--- src/rtl/clkgate_pkg.sv ---
package clkgate_pkg;
  // counter width able to hold the value n
  function automatic int unsigned cnt_bits(int unsigned n);
    return (n < 2) ? 1 : $clog2(n + 1);
  endfunction
endpackage

--- src/rtl/clkgate_settle_timer.sv ---
module clkgate_settle_timer #(
  parameter int unsigned SETTLE_TICKS = 3000
) (
  input  logic clk_i,
  input  logic rst_ni,
  input  logic tick_i,
  output logic done_o
);
  localparam int unsigned CW = clkgate_pkg::cnt_bits(SETTLE_TICKS);
  localparam logic [CW-1:0] LIMIT = CW'(SETTLE_TICKS);

  logic [CW-1:0] cnt_q;

  assign done_o = (cnt_q == LIMIT);

  always_ff @(posedge clk_i or negedge rst_ni) begin
    if (!rst_ni)                cnt_q <= '0;
    else if (tick_i && !done_o) cnt_q <= cnt_q + 1'b1;
  end

  p_cnt_bound_r2: assert property (@(posedge clk_i) disable iff (!rst_ni)
    cnt_q <= LIMIT);
endmodule

--- src/rtl/clkgate_en_bank.sv ---
module clkgate_en_bank #(
  parameter int unsigned N_OUT = 4,
  parameter logic [N_OUT-1:0] EN_DEFAULT = '1
) (
  input  logic             clk_i,
  input  logic             rst_ni,
  input  logic             wr_i,
  input  logic [N_OUT-1:0] val_i,
  output logic [N_OUT-1:0] en_o
);
  always_ff @(posedge clk_i or negedge rst_ni) begin
    if (!rst_ni)   en_o <= EN_DEFAULT;
    else if (wr_i) en_o <= val_i;
  end
endmodule

--- src/rtl/clkgate_cell.sv ---
module clkgate_cell (
  input  logic clk_i,
  input  logic rst_ni,
  input  logic run_i,
  output logic gate_o,
  output logic clk_o
);
  // gate changes only while clk_i is low: no partial high phase
  always_ff @(negedge clk_i or negedge rst_ni) begin
    if (!rst_ni) gate_o <= 1'b0;
    else         gate_o <= run_i;
  end

  assign clk_o = clk_i & gate_o;
endmodule

--- src/rtl/clkout_gate_ctrl.sv ---
module clkout_gate_ctrl #(
  parameter int unsigned N_OUT        = 4,
  parameter int unsigned SETTLE_TICKS = 3000,
  parameter logic [N_OUT-1:0] EN_DEFAULT = '1
) (
  input  logic             src_clk_i,
  input  logic             rst_ni,
  input  logic             halt_ni,
  input  logic             en_wr_i,
  input  logic [N_OUT-1:0] en_val_i,
  input  logic             tick_i,
  output logic [N_OUT-1:0] clk_o,
  output logic             ready_o
);
  logic [N_OUT-1:0] en_q;
  logic [N_OUT-1:0] run_w;
  logic [N_OUT-1:0] gate_w;

  clkgate_settle_timer #(.SETTLE_TICKS(SETTLE_TICKS)) u_timer (
    .clk_i (src_clk_i),
    .rst_ni(rst_ni),
    .tick_i(tick_i),
    .done_o(ready_o)
  );

  clkgate_en_bank #(.N_OUT(N_OUT), .EN_DEFAULT(EN_DEFAULT)) u_bank (
    .clk_i (src_clk_i),
    .rst_ni(rst_ni),
    .wr_i  (en_wr_i),
    .val_i (en_val_i),
    .en_o  (en_q)
  );

  // halt and settle override every enable bit
  assign run_w = (ready_o && halt_ni) ? en_q : '0;

  for (genvar g = 0; g < N_OUT; g++) begin : g_out
    clkgate_cell u_cell (
      .clk_i (src_clk_i),
      .rst_ni(rst_ni),
      .run_i (run_w[g]),
      .gate_o(gate_w[g]),
      .clk_o (clk_o[g])
    );
  end

  p_en_follow_r1: assert property (@(negedge src_clk_i) disable iff (!rst_ni)
    (ready_o && halt_ni) |=> (gate_w == $past(en_q)));

  p_halt_stop_r3: assert property (@(negedge src_clk_i) disable iff (!rst_ni)
    !halt_ni |=> (gate_w == '0));

  p_settle_hold_r2: assert property (@(posedge src_clk_i) disable iff (!rst_ni)
    !ready_o |-> (gate_w == '0));

  p_ready_sticky_r2: assert property (@(posedge src_clk_i) disable iff (!rst_ni)
    ready_o |=> ready_o);
endmodule

--- config.mk ---
export PLATFORM = sky130hd
export DESIGN_NAME = clkout_gate_ctrl
export DESIGN_NICKNAME = d
export VERILOG_FILES = /design/src/rtl/clkgate_pkg.sv /design/src/rtl/clkgate_settle_timer.sv /design/src/rtl/clkgate_en_bank.sv /design/src/rtl/clkgate_cell.sv /design/src/rtl/clkout_gate_ctrl.sv
export SDC_FILE = /design/constraint.sdc
export NUM_CORES = 1
export LEC_CHECK = 0
export BUFFER_PORTS_ARGS = -buffer_cell sky130_fd_sc_hd__buf_2
export CORE_UTILIZATION = 38
export DETAILED_ROUTE_END_ITERATION = 7
export PLACE_DENSITY = 0.66
export SLEW_MARGIN = 5
export SYNTH_ARGS = -nofsm -noshare
export SYNTH_HDL_FRONTEND = slang
export SYNTH_SLANG_ARGS = --single-unit
export TNS_END_PERCENT = 30
--- constraint.sdc ---
create_clock -name src_clk_i -period 2.3 [get_ports src_clk_i]
set_input_delay 0.575 -clock src_clk_i [delete_from_list [all_inputs] [get_ports src_clk_i]]
set_output_delay 0.575 -clock src_clk_i [all_outputs]
set_load 0.1 [all_outputs]
==> Yosys cells after proc, flatten, opt, wreduce, memory -nomap -nowiden <==
Cells that the tools add are included.
{ "totals": {"ff_bits": 20, "elab_cells": 16} }
{ "classes": {"add_sub_neg": 1, "n_eq_ne": 1, "mux": 1, "n_bitwise": 4, "n_reduce_logical": 3} }
{ "ops": {"columns": ["op", "n"], "rows": [
  ["adder 12 x 1 -> 12 bit (second input constant)", 1],
  ["== test 12 bit (second input constant)", 1],
  ["AND 1 bit", 4],
  ["two-way mux 4 bit", 1],
  ["logical AND 1 bit", 2],
  ["logical NOT 1 bit", 1]
]} }

==> Depth between registers and ports, before layout <==
{ "depth": {"word_depth": 3, "depth_mapped": 5, "mapped_depth_nobuf": 5} }

==> Hierarchy <==
From an unflattened synthesis, not the netlist that was laid out.
{ "hier_totals": {"hier_cells": 72, "area_unflattened_um2": 912.1} }
{ "modules_own_cells": {"columns": ["module", "n_inst", "cells_each", "area_each_um2", "seq_area_each_um2"], "rows": [
  ["clkgate_settle_timer", 1, 52, 611.8, 300.3],
  ["clkgate_en_bank", 1, 8, 150.1, 105.1],
  ["clkgate_cell", 4, 2, 31.3, 25.0],
  ["clkout_gate_ctrl", 1, 4, 25.0, 0.0]
]} }

==> flow_metrics.env <==
export IMPL_status="complete, but fails checks"
export IMPL_violations="negative setup slack"
export IMPL_fin_nets=118
export IMPL_routedWlPerCell_um=11.5
export IMPL_fill_cells=216
export IMPL_die_area_mm2=0.00265
export IMPL_first_pass_iters=4
export IMPL_final_cells=135
export IMPL_synthesis_area_um2=932
export IMPL_setup_ws_ns=-0.544
export IMPL_grt_pass1_vias=654
export IMPL_setup_violations_final=13
export IMPL_maxSlewHeadroom=0.747
export IMPL_use_met3=0.0439
export IMPL_vdd_drop_max_mv=0.496
export IMPL_critPathMaxFanout=1
export IMPL_tightest_slew_ns=0.377
export IMPL_antenna_found_initial=0
export IMPL_use_met2=0.195
export IMPL_hold_violations=0
export IMPL_die_h_um=51.5
export IMPL_vias=629
export IMPL_yosys_warnings=0
export IMPL_utilization=0.552
export IMPL_min_path_type="primary input to async pin"
export IMPL_start_util=0.413
export IMPL_drt_iter0_markers=12
export IMPL_multi_input_area_um2=392
export IMPL_avgSynthCellArea_um2=12.3
export IMPL_cp_arrival_ns=2.27
export IMPL_dpl_cell_count=126
export IMPL_ant_nets=0
export IMPL_area_delta_synth_final_pct=33.6
export IMPL_port_buffers=13
export IMPL_cpMaxStageDelayCell="dfrtn_1"
export IMPL_grt_pass1_wl_um=2590
export IMPL_crit_path_end_kind="output pin"
export IMPL_num_antenna_cells=0
export IMPL_grt_setup_unrepaired="yes"
export IMPL_grt_total_usage=0.149
export IMPL_syn_inst=76
export IMPL_die_w_um=51.5
export IMPL_grt_max_degree=17
export IMPL_globalplace_congestion=0.746
export IMPL_hpwl_um=1150
export IMPL_grt_overflow_total=0
export IMPL_cts_tree="built"
export IMPL_critPathKind="flop to output pin"
export IMPL_p_leak_nw=0.634
export IMPL_seq_area_frac_synth=0.542
export IMPL_critPathRequiredTime_ns=1.73
export IMPL_grtUsageMet1=0.168
export IMPL_ys_ff_latch=20
export IMPL_path_cells="and2_4 > buf_12"
export IMPL_finalMaxSlewViolations=0
export IMPL_clk_latency_ns=0.41
export IMPL_powerDensity_mw_per_mm2=799
export IMPL_cts_setup_buffers=0
export IMPL_busiest_layer="met4"
export IMPL_fin_setup_tns_ns=-2.50
export IMPL_vias_per_cell=4.66
export IMPL_hold_buffers=0
export IMPL_max_stage_delay_ns=0.40
export IMPL_fin_worst_skew_ns=0.00984
export IMPL_drt_wl_total_um=1550
export IMPL_syn_nets=87
export IMPL_rows=17
export IMPL_drv_cap=0
export IMPL_async_flop_share=1.00
export IMPL_drc=0
export IMPL_io_pins=14
export IMPL_path_clk_slew_ns=0.11
export IMPL_synthFlopType="dfrtp_1"
export IMPL_start_kind="flop"
export IMPL_regArea_um2=505
export IMPL_core_area_mm2=0.00225
export IMPL_layout_drive_gt1_share=0.467
export IMPL_netlist_cell_type_count=24
export IMPL_synth_edf_count=0
## path summary, 6_finish.rpt
path                                        startpoint                endpoint  slack [ns]  depth (start not counted)
worst max-delay path            g_out[2].u_cell.gate_o                clk_o[2]       -0.54                          2
worst min-delay path                            rst_ni        u_timer.cnt_q[7]        0.19                          2
worst max register to register        u_timer.cnt_q[0]  g_out[2].u_cell.gate_o       -0.08                          5
worst min register to register        u_timer.cnt_q[9]        u_timer.cnt_q[9]        0.48                          1
max in group asynchronous                       rst_ni  g_out[0].u_cell.gate_o        1.14                          1
min in group src_clk_i                     en_val_i[2]          u_bank.en_o[2]        0.40                          2
## timing repair
| action | in CTS | in global routing |
|---|---|---|
| resized for setup | 20 | 0 |
| endpoints found under the setup margin | 13 | 13 |
| pin swaps | 6 | 1 |
## cell usage in the layout, fill, tap and decap left out
master,synthesis,final
dfrtn_1,4,4
nand2b_1,1,1
nand4_1,3,3
buf_12,0,5
mux2_2,4,4
buf_4,4,13
ha_1,2,2
and2_4,0,4
nand2_1,4,4
clkbuf_1,0,2
or2_2,1,1
buf_2,0,8
mux2_4,1,1
nor3_1,3,3
o21ai_0,1,1
nand3_1,3,3
xor2_1,5,5
o41ai_4,1,1
clkbuf_4,0,7
dfrtp_1,12,12
and3_1,4,4
xnor2_1,5,5
inv_1,4,4
dfstp_2,4,4
nor2_1,3,3
nor4_4,1,1
or3b_4,1,1
nor4_1,1,1
## Yosys cell counts, types with 2 or more instances
master,count,share of area
nand4_1,3,0.020
inv_1,4,0.016
nor2_1,3,0.012
mux2_2,4,0.048
xnor2_1,5,0.047
nor3_1,3,0.016
dfrtn_1,4,0.11
and3_1,4,0.027
and2_1,4,0.027
ha_1,2,0.027
dfstp_2,4,0.11
dfrtp_1,12,0.32
buf_4,4,0.032
nand2_1,4,0.016
nand3_1,3,0.016
xor2_1,5,0.047
## stage by stage
step	total power [mW]	worst slack, ns	cell area (um2)	hold slack, ns
2_1_floorplan	0.596	-1.11	932	0.279
3_3_place_gp	0.711	-0.296	1110	0.456
3_5_place_dp	0.718	-0.311	1110	0.457
4_1_cts	1.01	-0.556	1240	0.200
5_1_grt	1.07	-0.581	1240	0.211
6_report	0.994	-0.544	1240	0.187
## sequential cells by signal, indices dropped and copies added, names as in the netlist
| signal | count |
|---|---|
| g_out.u_cell.gate_o | 4 |
| u_timer.cnt_q | 12 |
| u_bank.en_o | 4 |
## report_power, final
group          leakage, nW  switching [mW]  internal, mW  total (mW)
logic                0.305           0.115         0.142       0.257
clock network       0.0845           0.134         0.152       0.286
registers            0.244          0.0324         0.419       0.451
## metal layers
layer,vias up,part of all wire
met1,300,0.45
met3,6,0.028
met5,-,0
met4,0,0.037
met2,9,0.48
li1,314,-
## cells by family after synthesis
group | after synthesis | synth area share
AO/OA/AOI/OAI | 2 | 0.0349
XOR/XNOR | 10 | 0.0940
adder cells (fa/ha/maj) | 2 | 0.0268
buffers and inverters | 8 | 0.0483
flip-flops | 20 | 0.542
multiplexers | 5 | 0.0644
AND/OR/NAND/NOR | 29 | 0.189
## cell type report
type	count	share of cell area
clock buffers	13	0.113
inverters	4	0.0121
multi-input cells	48	0.315
flip-flops and latches	20	0.406
well taps	28	0.0281
repair buffers	22	0.127
## worst max-delay path: cells and delay by family, from the launching register on
family        cells  cell delay [ns]
flops             1             0.40
buf+inv           1             0.16
simple gates      1             0.14
Note: power is estimated with default switching activity, not from simulation.
